**config.mk**
```make
export PLATFORM = sky130hd
export DESIGN_NAME = irq_arbiter
export DESIGN_NICKNAME = d
export VERILOG_FILES = /design/src/rtl/irq_arb_pkg.sv /design/src/rtl/nmi_capture.sv /design/src/rtl/irq_prio_select.sv /design/src/rtl/irq_arbiter.sv
export SDC_FILE = /design/constraint.sdc
export NUM_CORES = 1
export LEC_CHECK = 0
export BUFFER_PORTS_ARGS = -buffer_cell sky130_fd_sc_hd__buf_2
export CAP_MARGIN = 10
export CORE_AREA = 2 2 39 41
export CTS_BUF_LIST = sky130_fd_sc_hd__clkbuf_4
export CTS_CLUSTER_SIZE = 25
export DETAILED_ROUTE_END_ITERATION = 10
export DIE_AREA = 0 0 41 43
export PLACE_DENSITY = 0.6
export SYNTH_ARGS = -nofsm -noshare
export SYNTH_HDL_FRONTEND = slang
export SYNTH_SLANG_ARGS = --single-unit
```
**constraint.sdc**
```tcl
create_clock -name clk -period 2.29 [get_ports clk]
set_clock_uncertainty 0.15 [all_clocks]
set_input_delay 0.229 -clock clk [delete_from_list [all_inputs] [get_ports clk]]
set_output_delay 0.229 -clock clk [all_outputs]
set_load 0.1 [all_outputs]
```
**src/rtl/irq_arb_pkg.sv**
```systemverilog
package irq_arb_pkg;
   // source slots, listed from highest to lowest service rank
   localparam int unsigned SLOT_DIV  = 0;
   localparam int unsigned SLOT_STEP = 1;
   localparam int unsigned SLOT_BRK  = 2;
   localparam int unsigned SLOT_OVF  = 3;
   localparam int unsigned SLOT_NMI  = 4;
   localparam int unsigned SLOT_SWI  = 5;
   localparam int unsigned SLOT_MASK = 6;
   localparam int unsigned NUM_SLOTS = 7;

   // fixed type numbers
   localparam int unsigned TYP_DIV  = 0;
   localparam int unsigned TYP_STEP = 1;
   localparam int unsigned TYP_NMI  = 2;
   localparam int unsigned TYP_BRK  = 3;
   localparam int unsigned TYP_OVF  = 4;
endpackage

```
**src/rtl/nmi_capture.sv**
```systemverilog
module nmi_capture #(
   parameter int unsigned MIN_HIGH    = 3,
   parameter int unsigned SYNC_STAGES = 0
) (
   input  logic clk,
   input  logic rst_n,
   input  logic pin,
   input  logic clr,
   output logic pend
);
   localparam int unsigned CW = $clog2(MIN_HIGH + 1);

   generate
      if (MIN_HIGH < 1) begin : g_bad_min
         $error("nmi_capture: MIN_HIGH must be at least 1");
      end
   endgenerate

   logic pin_s;

   generate
      if (SYNC_STAGES == 0) begin : g_raw
         assign pin_s = pin;
      end else begin : g_sync
         logic [SYNC_STAGES-1:0] sh;
         always_ff @(posedge clk or negedge rst_n) begin
            if (!rst_n) sh <= '0;
            else        sh <= {sh[SYNC_STAGES-2 >= 0 ? SYNC_STAGES-2 : 0:0], pin} ;
         end
         assign pin_s = sh[SYNC_STAGES-1];
      end
   endgenerate

   logic [CW-1:0] hi_cnt;
   logic          accept;

   assign accept = pin_s && (hi_cnt == CW'(MIN_HIGH - 1));

   always_ff @(posedge clk or negedge rst_n) begin
      if (!rst_n) begin
         hi_cnt <= '0;
      end else if (!pin_s) begin
         hi_cnt <= '0;
      end else if (hi_cnt != CW'(MIN_HIGH)) begin
         hi_cnt <= hi_cnt + 1'b1;
      end
   end

   // a new accepted edge wins over a clear in the same cycle
   always_ff @(posedge clk or negedge rst_n) begin
      if (!rst_n)      pend <= 1'b0;
      else if (accept) pend <= 1'b1;
      else if (clr)    pend <= 1'b0;
   end

   // the held event can only appear behind a high pin
   a_r6_set_needs_pin: assert property (@(posedge clk) disable iff (!rst_n)
      $rose(pend) |-> $past(pin_s));

   // a grant of the held event removes it unless a new edge arrives
   a_r7_clear_on_grant: assert property (@(posedge clk) disable iff (!rst_n)
      (clr && !accept) |=> !pend);
endmodule

```
**src/rtl/irq_prio_select.sv**
```systemverilog
module irq_prio_select #(
   parameter int unsigned N = 7
) (
   input  logic         clk,
   input  logic         rst_n,
   input  logic [N-1:0] req,
   output logic [N-1:0] win
);
   generate
      if (N < 2) begin : g_bad_n
         $error("irq_prio_select: N must be at least 2");
      end
   endgenerate

   genvar i;
   generate
      for (i = 0; i < N; i++) begin : g_chain
         if (i == 0) begin : g_top
            assign win[i] = req[i];
         end else begin : g_rest
            assign win[i] = req[i] & ~(|req[i-1:0]);
         end
      end
   endgenerate

   // exactly one winner whenever anything requests
   a_r8_single_winner: assert property (@(posedge clk) disable iff (!rst_n)
      $onehot0(win) && ((|req) == (|win)));
endmodule

```
**src/rtl/irq_arbiter.sv**
```systemverilog
module irq_arbiter #(
   parameter int unsigned TYPE_W          = 8,
   parameter int unsigned NMI_MIN_HIGH    = 3,
   parameter int unsigned NMI_SYNC_STAGES = 0
) (
   input  logic              clk,
   input  logic              rst_n,
   input  logic              insn_end,
   input  logic              exc_div,
   input  logic              exc_brk,
   input  logic              exc_into,
   input  logic              of_flag,
   input  logic              tf_flag,
   input  logic              if_flag,
   input  logic              nmi_pin,
   input  logic              intr_pin,
   input  logic              swi_req,
   input  logic [TYPE_W-1:0] swi_type,
   output logic              grant,
   output logic [TYPE_W-1:0] grant_type,
   output logic              ext_ack
);
   import irq_arb_pkg::*;

   generate
      if (TYPE_W < 3) begin : g_bad_w
         $error("irq_arbiter: TYPE_W must hold the fixed types");
      end
   endgenerate

   logic                 nmi_pend;
   logic [NUM_SLOTS-1:0] raw_req;
   logic [NUM_SLOTS-1:0] req;
   logic [NUM_SLOTS-1:0] win;

   always_comb begin
      raw_req            = '0;
      raw_req[SLOT_DIV]  = exc_div;
      raw_req[SLOT_STEP] = tf_flag;
      raw_req[SLOT_BRK]  = exc_brk;
      raw_req[SLOT_OVF]  = exc_into & of_flag;
      raw_req[SLOT_NMI]  = nmi_pend;
      raw_req[SLOT_SWI]  = swi_req;
      raw_req[SLOT_MASK] = intr_pin & if_flag;
   end

   assign req = raw_req & {NUM_SLOTS{insn_end}};

   nmi_capture #(
      .MIN_HIGH    (NMI_MIN_HIGH),
      .SYNC_STAGES (NMI_SYNC_STAGES)
   ) u_nmi (
      .clk   (clk),
      .rst_n (rst_n),
      .pin   (nmi_pin),
      .clr   (win[SLOT_NMI]),
      .pend  (nmi_pend)
   );

   irq_prio_select #(
      .N (NUM_SLOTS)
   ) u_sel (
      .clk   (clk),
      .rst_n (rst_n),
      .req   (req),
      .win   (win)
   );

   assign grant   = |win;
   assign ext_ack = win[SLOT_MASK];

   always_comb begin
      grant_type = ({TYPE_W{win[SLOT_DIV]}}  & TYPE_W'(TYP_DIV))
                 | ({TYPE_W{win[SLOT_STEP]}} & TYPE_W'(TYP_STEP))
                 | ({TYPE_W{win[SLOT_BRK]}}  & TYPE_W'(TYP_BRK))
                 | ({TYPE_W{win[SLOT_OVF]}}  & TYPE_W'(TYP_OVF))
                 | ({TYPE_W{win[SLOT_NMI]}}  & TYPE_W'(TYP_NMI))
                 | ({TYPE_W{win[SLOT_SWI]}}  & swi_type);
   end

   // grants only at an instruction boundary
   a_r2_grant_at_boundary: assert property (@(posedge clk) disable iff (!rst_n)
      grant |-> insn_end);

   // the acknowledge flag only for an enabled maskable request
   a_r10_ack_only_masked: assert property (@(posedge clk) disable iff (!rst_n)
      ext_ack |-> (grant && if_flag && intr_pin && grant_type == '0));

   // a divide error always wins at a boundary
   a_r3_div_first: assert property (@(posedge clk) disable iff (!rst_n)
      (insn_end && exc_div) |-> (grant && grant_type == '0 && !ext_ack));

   // the held non-maskable event beats software and maskable sources
   a_r8_nmi_over_swi: assert property (@(posedge clk) disable iff (!rst_n)
      (insn_end && nmi_pend && !exc_div && !tf_flag && !exc_brk && !(exc_into && of_flag))
      |-> (grant_type == TYPE_W'(TYP_NMI) && !ext_ack));
endmodule

```
## Word-level counts from Yosys, hierarchy flattened

Cells that the tools add are included.

| storage, ports and cells | value |
|---|---|
| output and inout bits | 10 |
| flip-flop bits (word level) | 3 |
| word-level logic and storage cells | 38 |
| input port bits | 20 |

| cells by class | value |
|---|---|
| eq/ne operators | 3 |
| muxes and demuxes | 4 |
| reduce and logical (&&, ||, !) cells | 8 |
| add/sub/neg operators | 1 |
| bitwise operators | 20 |

Operator list:

| kind | count |
|---|---|
| $and A1 B1 Y1 | 8 |
| $and A8 B8 Y8 | 1 |
| $or A8 B2 Y8 | 1 |
| $or A8 B3 Y8 | 1 |
| $or A8 B8 Y8 | 1 |
| $and A7 B7 Y7 | 1 |
| $reduce_or A7 Y1 | 1 |
| $not A1 Y1 | 6 |
| $reduce_or A6 Y1 | 1 |
| $reduce_or A5 Y1 | 1 |
| $mux W2 | 2 |
| $reduce_or A4 Y1 | 1 |
| $reduce_or A3 Y1 | 1 |
| $add A2 B1 Y2 const B | 1 |
| $eq A2 B2 Y1 const B | 1 |
| $mux W1 | 2 |
| $ne A2 B1 Y1 const B | 1 |
| $ne A2 B2 Y1 const B | 1 |
| $or A1 B2 Y2 | 1 |
| $reduce_bool A2 Y1 | 1 |
| $reduce_or A2 Y1 | 1 |
| $logic_and A1 B1 Y1 | 1 |

## Longest topological paths before layout

Gate-level depths: netlist (run 1).

| logic depth | value |
|---|---|
| depth after elaboration | 9 |
| mapped depth | 4 |
| gate-level depth less buffers | 4 |

## By module

A second synthesis (run 1) with hierarchy kept.

| second synthesis, totals | value |
|---|---|
| cells, all modules | 41 |
| area total of the unflattened synthesis | 349.1 µm² |

By module, submodules not included:

| module | cells each | area each (µm²) | instances | seq. area each (µm²) |
|---|---|---|---|---|
| nmi_capture | 14 | 152.6 | 1 | 75.1 |
| irq_arbiter | 18 | 125.1 | 1 | 0.0 |
| irq_prio_select | 9 | 71.3 | 1 | 0.0 |

## Worst setup path after synthesis (run 1)

OpenSTA, ideal clock, no wires.

| timing | value |
|---|---|
| path kind | reg2out |
| from | register u_nmi.pend |
| to | output port ext_ack |
| slack | -0.941 ns |
| arrival | 2.852 ns |
| buffers on the path | 0 |
| required time | 1.911 ns |
| cell stages (with the launch flop) | 4 |
| cells stage by stage | dfrtp_1 -> nor4_1 -> nand2_1 -> nor3_1 |

| between the ends | value |
|---|---|
| cells in the longest elaborated chain, start to end | 4 |

RTL lines:

| item | RTL line | source |
|---|---|---|
| from (decl) | nmi_capture.sv:9 | `output logic pend` |
| from (signal assigned) | nmi_capture.sv:51 | `if (!rst_n) pend <= 1'b0;` |
| from (signal assigned) | nmi_capture.sv:52 | `else if (accept) pend <= 1'b1;` |
| from (signal assigned) | nmi_capture.sv:53 | `else if (clr) pend <= 1'b0;` |
| $and A7 B7 Y7 | irq_arbiter.sv:47 | `assign req = raw_req & {NUM_SLOTS{insn_end}};` |
| $reduce_or A6 Y1 | irq_prio_select.sv:21 | `assign win[i] = req[i] & ~(\|req[i-1:0]);` |
| $not A1 Y1 | irq_prio_select.sv:21 |  |
| $and A1 B1 Y1 | irq_prio_select.sv:21 |  |
| to (decl) | irq_arbiter.sv:21 | `output logic ext_ack` |

No other way between the ends.

## Worst setup path after layout (run 1)

Same ends and word-level chain as after synthesis.

==> metrics.txt, run 1 <==
number of global-route vias before repair 392; transition time of the tightest slew-check pin 0.491 ns; number of remaining DRC errors 0; fmax 0.471 GHz; post-synthesis cell area 305 um^2; count of antenna diodes in the layout 0; critical path class flop to output port; count of endpoints failing setup in the final report 0; global-route wire length before repair 1310 um; clock insertion delay at the later pin of the skew report 0.23 ns; largest buffer count on any clock path 2; Detailed Routing Iterations Pass 1 3; post-route cell area 611 um^2; share of total power in the clock network 33.2%; number of violations of the max-capacitance limit 0; RePlAce Congestion 0.733; Worst setup EP type output port; number of hold violations in the final report 0; final sum of negative setup slack 0 ns; RSZ-0062 raised after global routing false; Clk pin slew, worst setup/hold paths 0.04 ns; Worst Setup Start Kind flop; Post-Place Worst Slack 0.343 ns; Gate power share 39.8%; count of clock tree sinks 3; proportion of total power due to net switching 37.0%; Post-Place Cell Area 568 um^2; vias after detailed routing 394; remaining global-route overflow 0; antenna violations before repair 0; Final Max Slew Viols 0; post-synthesis sequential element count 3; sum of internal, switching and leakage power 316 uW; HPWL after detailed placement 770 um; Post-Syn Instances 39; Die Span Y 43 um; commonest non-fill, non-tap cells in the layout sky130_fd_sc_hd__buf_2, sky130_fd_sc_hd__and2_1, sky130_fd_sc_hd__nand2_1; Max H-tree Level 1; die extent in x 41 um; commonest non-fill, non-tap cell in the layout sky130_fd_sc_hd__buf_2; number of design-rule violations left by the first detailed-router iteration 3; data arrival time of the worst path 1.74 ns; DR WL/cell 9.81 um; vias per cell 4.43; standard cell core area 1380 um^2; Mean Syn Cell Area 7.83 um^2; clock tree root buffer cell sky130_fd_sc_hd__clkbuf_4; result of the run completed; Seq/Total Area, Yosys 24.6%; I/O pin total 30; Max FO, Critical Path 4; number of cell rows 14; nets in the synthesized netlist 61; share of total power in sequential cells 27.0%; ratio of cells with drive above 1 in the final layout 54.8%; required time of the critical path 1.91 ns; Hold/Removal Path Class input pin to flop; total die area 1760 um^2; CTS tree built; Tcrit/Tclk final 92.7%; Worst R2R Setup Slack 1.10 ns; Antenna Violating Nets Remaining 0; relative slew slack 67.0%; number of nets in the layout 96; total global-route track usage 11.0%; final period demand of the worst path 2.12 ns; power per cell area 518 nW/um^2; initial cell density of the core 22.1%; P_int 199 uW; worst path setup slack after routing 0.168 ns; area overhead of the layout relative to synthesis 100%; switching pwr 117 uW; maximum resistive drop on vdd 0.000286 V; Leakage 0.000294 uW; Yosys warning count 0; Distinct cells, synth 18; overall routed net length 873 um; pin count of the biggest net entering global routing 6; cts bufs inserted 3; quantity of I/O buffers inserted on ports 29
## sequential cells by signal (all words and copies together), names as in the netlist
register and flops:
u_nmi.pend 1, u_nmi.hi_cnt 2
## worst paths after layout
kind,startpoint,endpoint,cells past startpoint
min,nmi_pin,u_nmi.pend,3
max,u_nmi.pend,ext_ack,4
min in group asynchronous,rst_n,u_nmi.pend,2
max reg2reg,u_nmi.hi_cnt[0],u_nmi.hi_cnt[0],3
max in group asynchronous,rst_n,u_nmi.hi_cnt[0],2
min reg2reg,u_nmi.pend,u_nmi.pend,2
## timing repair
| action | CTS | global route |
|---|---|---|
| hold buffers | 1 | 0 |
| hold endpoints to repair | 3 | 0 |
| setup endpoints to repair | 0 | 1 |
| setup buffers | 0 | 0 |
| gates resized for setup | 0 | 1 |
## kinds of logic (layout without fill, tap and decap cells)
kind of cell | after synthesis | count (layout) | synth area share [%]
AND/OR/NAND/NOR | 23 | 23 | 46.3
AO/OA/AOI/OAI | 8 | 8 | 15.6
flip-flops | 3 | 3 | 24.6
adder cells (fa/ha/maj) | 2 | 2 | 8.20
buffers and inverters | 2 | 36 | 2.46
XOR/XNOR | 1 | 1 | 2.87
## layer usage
| layer | part of all wire [%] | GRT usage (%) |
|---|---|---|
| met5 | 0 | 0 |
| met4 | 1.6 | 8.00 |
| met3 | 8.2 | 1.57 |
| met2 | 58 | 21.6 |
| met1 | 32 | 8.09 |
## through the flow
step	hold WS (ns)	std cells	util, %
2_1_floorplan	-0.217	39	-
3_3_place_gp	-0.125	84	41.0
4_1_cts	0.0660	89	43.9
3_5_place_dp	-0.125	84	41.0
5_1_grt	0.0925	89	44.1
6_report	0.0728	89	44.1
## synth_stat cells
master                     instances  area [um^2]
sky130_fd_sc_hd__and2_1            8         50.1
sky130_fd_sc_hd__a31oi_1           1         6.26
sky130_fd_sc_hd__ha_1              2         25.0
sky130_fd_sc_hd__nor3_1            2         10.0
sky130_fd_sc_hd__nor2_1            1         3.75
sky130_fd_sc_hd__a21o_1            1         7.51
sky130_fd_sc_hd__a21oi_1           3         15.0
sky130_fd_sc_hd__a311oi_1          1         8.76
sky130_fd_sc_hd__or4b_4            1         13.8
sky130_fd_sc_hd__nand2_1           7         26.3
sky130_fd_sc_hd__dfrtp_1           3         75.1
sky130_fd_sc_hd__xnor2_1           1         8.76
sky130_fd_sc_hd__nor2b_1           1         6.26
sky130_fd_sc_hd__inv_1             2         7.51
sky130_fd_sc_hd__nand2b_1          1         6.26
sky130_fd_sc_hd__o21ai_0           2         10.0
sky130_fd_sc_hd__nor4_1            1         6.26
sky130_fd_sc_hd__nor3b_4           1         18.8
## layout make-up
cell class	count	area [um^2]
Fill cell	135	773
Tap cell	16	20.0
Clock buffer	4	30.0
Sequential cell	3	75.1
Inverter	2	7.51
Timing Repair Buffer	30	233
Multi-Input combinational cell	34	245
## critical path, cell delays in order (launching register included)
cell,delay (ns)
sky130_fd_sc_hd__dfrtp_1,0.39
sky130_fd_sc_hd__nor4_1,0.47
sky130_fd_sc_hd__nand2_1,0.12
sky130_fd_sc_hd__nor3_2,0.17
sky130_fd_sc_hd__clkbuf_4,0.35
## power groups by stage
stage / clock [uW] / combinational [uW] / sequential [uW]
final: 105 / 126 / 85.3
after global routing: 115 / 139 / 88.7
after CTS: 110 / 127 / 85.6
after detailed placement: 0 / 125 / 86.1
after global placement: 0 / 126 / 85.8
after floorplan: 0 / 91.2 / 82.5
(Power assumes the default switching activity.)
==> run 2: changes to the inputs <==
--- a/config.mk
+++ b/config.mk
@@ -13,6 +13,7 @@
 export DETAILED_ROUTE_END_ITERATION = 10
 export DIE_AREA = 0 0 41 43
 export PLACE_DENSITY = 0.6
+export RECOVER_POWER = 50
 export SYNTH_ARGS = -nofsm -noshare
 export SYNTH_HDL_FRONTEND = slang
 export SYNTH_SLANG_ARGS = --single-unit
==> constraint.sdc (replaced) <==
create_clock -name clk -period 2.4 [get_ports clk]
set_clock_uncertainty 0.15 [all_clocks]
set_input_delay 0.24 -clock clk [delete_from_list [all_inputs] [get_ports clk]]
set_output_delay 0.24 -clock clk [all_outputs]
set_load 0.1 [all_outputs]
==> run 2 against run 1 <==
Against the previous run:
- global-route usage increased by 1.2 points
- die area unchanged
- count of clock-buffer cells in the layout unchanged
==> metrics.txt, run 2 (synthesis results as in run 1) <==
RSZ-0062 raised after global routing false; pin count of the biggest net entering global routing 6; number of remaining DRC errors 0; Die Span Y 43 um; initial cell density of the core 22.1%; Post-Place Cell Area 566 um^2; Clk pin slew, worst setup/hold paths 0.04 ns; Gate power share 40.2%; share of total power in sequential cells 27.3%; commonest non-fill, non-tap cells in the layout sky130_fd_sc_hd__buf_2, sky130_fd_sc_hd__nand2_1, sky130_fd_sc_hd__and2_1; total global-route track usage 12.2%; clock tree root buffer cell sky130_fd_sc_hd__clkbuf_4; number of hold violations in the final report 0; cell with the largest stage delay on the worst path sky130_fd_sc_hd__buf_2; sum of internal, switching and leakage power 297 uW; count of endpoints failing setup in the final report 0; required time of the critical path 2.01 ns; total die area 1760 um^2; count of clock tree sinks 3; HPWL after detailed placement 794 um; Max FO, Critical Path 4; switching pwr 108 uW; ratio of cells with drive above 1 in the final layout 50.7%; Tcrit/Tclk final 90.4%; number of setup buffers added after CTS 0; critical path class flop to output port; number of violations of the max-capacitance limit 0; Worst Setup Start Kind flop; Post-Place Worst Slack 0.430 ns; remaining global-route overflow 0; Largest register FFs 2; CTS tree built; number of design-rule violations left by the first detailed-router iteration 2; Worst setup EP type output port; Leakage 0.000288 uW; vias per cell 4.46; Antenna Violating Nets Remaining 0; number of nets in the layout 96; die extent in x 41 um; DR WL/cell 9.88 um; share of total power in the clock network 32.5%; relative slew slack 64.0%; placed cell count 84; overall routed net length 879 um; Multi-input gate area 239 um^2; number of global-route vias before repair 381; maximum resistive drop on vdd 0.000283 V; quantity of I/O buffers inserted on ports 29; P_int 188 uW; power per cell area 494 nW/um^2; area overhead of the layout relative to synthesis 96.7%; global-route wire length before repair 1430 um; Hold/Removal Path Class input pin to flop; transition time of the tightest slew-check pin 0.542 ns; count of antenna diodes in the layout 0; result of the run completed; critical-path cell list nor4_1, nand2_1, nor3_2, buf_2; fmax 0.461 GHz; Detailed Routing Iterations Pass 1 3; antenna violations before repair 0; Final Max Slew Viols 0; standard cell core area 1380 um^2; CP max stage delay 0.45 ns; RePlAce Congestion 0.708; area used by sequential logic in the layout 75.1 um^2; proportion of total power due to net switching 36.4%; worst path setup slack after routing 0.229 ns; Reg with most FFs u_nmi.hi_cnt; data arrival time of the worst path 1.78 ns; commonest non-fill, non-tap cell in the layout sky130_fd_sc_hd__buf_2; vias after detailed routing 397; final period demand of the worst path 2.17 ns; number of cell rows 14; Layout Cells excl Fill 89; largest buffer count on any clock path 2; clock insertion delay at the later pin of the skew report 0.22 ns; Fill cells 146; post-route cell area 601 um^2; Max H-tree Level 1; largest registers in the final layout u_nmi.hi_cnt (2), u_nmi.pend (1); cts bufs inserted 3; I/O pin total 30
[run 2: changes by cell type in the layout (fill, tap and decap cells not counted), sizes merged]
cell / change
buf: -2
clkbuf: +2
[run 2: metal layers]
| metal | vias up | global-route usage (%) | share of wire, % |
|---|---|---|---|
| met5 | - | 0 | 0 |
| met4 | 0 | 6.00 | 0 |
| met3 | 0 | 5.24 | 4.2 |
| met2 | 6 | 19.7 | 59 |
| met1 | 186 | 12.7 | 36 |
| li1 | 205 | - | - |
[run 2: timing repair]
action                    in CTS  in global routing
hold endpoints to repair       3                  0
hold buffers                   1                  0
gates resized for setup        0                  0
[run 2: worst max-delay path: cells and delay by family (launching register included)]
family | cells | cell delay [ns]
buffers and inverters | 1 | 0.45
and+or+nand+nor | 3 | 0.72
DFF | 1 | 0.39
[run 2: layout make-up]
type | count | share of cell area, %
clock buffer | 4 | 5.00
tap | 16 | 3.33
inverter | 2 | 1.25
sequential | 3 | 12.5
timing repair buffer | 30 | 38.1
multi-input combinational | 34 | 39.8
[run 2: through the flow]
step / hold WS [ns] / utilization, % / TNS [ns]
finish: 0.0878 / 43.4 / 0
global placement: -0.114 / 40.9 / 0
CTS: 0.0846 / 43.8 / 0
floorplan: -0.206 / - / -0.0630
detailed placement: -0.113 / 40.9 / 0
global route: 0.117 / 43.4 / 0
[run 2: final timing paths]
kind / start / endpoint / slack, ns / cells after the start
min: nmi_pin / u_nmi.pend / 0.09 / 3
max: u_nmi.pend / ext_ack / 0.23 / 4
max in group asynchronous: rst_n / u_nmi.hi_cnt[1] / 1.75 / 2
min in group asynchronous: rst_n / u_nmi.pend / 0.20 / 2
max reg2reg: u_nmi.hi_cnt[0] / u_nmi.hi_cnt[1] / 1.19 / 4
min reg2reg: u_nmi.pend / u_nmi.pend / 0.42 / 2
[run 2: power groups by stage]
stage               Sequential [uW]  Combinational [uW]  Clock (uW)
floorplan                      78.7                86.4           0
global placement               82.0                 118           0
detailed placement             82.2                 120           0
CTS                            81.7                 122         102
global route                   82.5                 133         104
finish                         81.0                 119        96.5
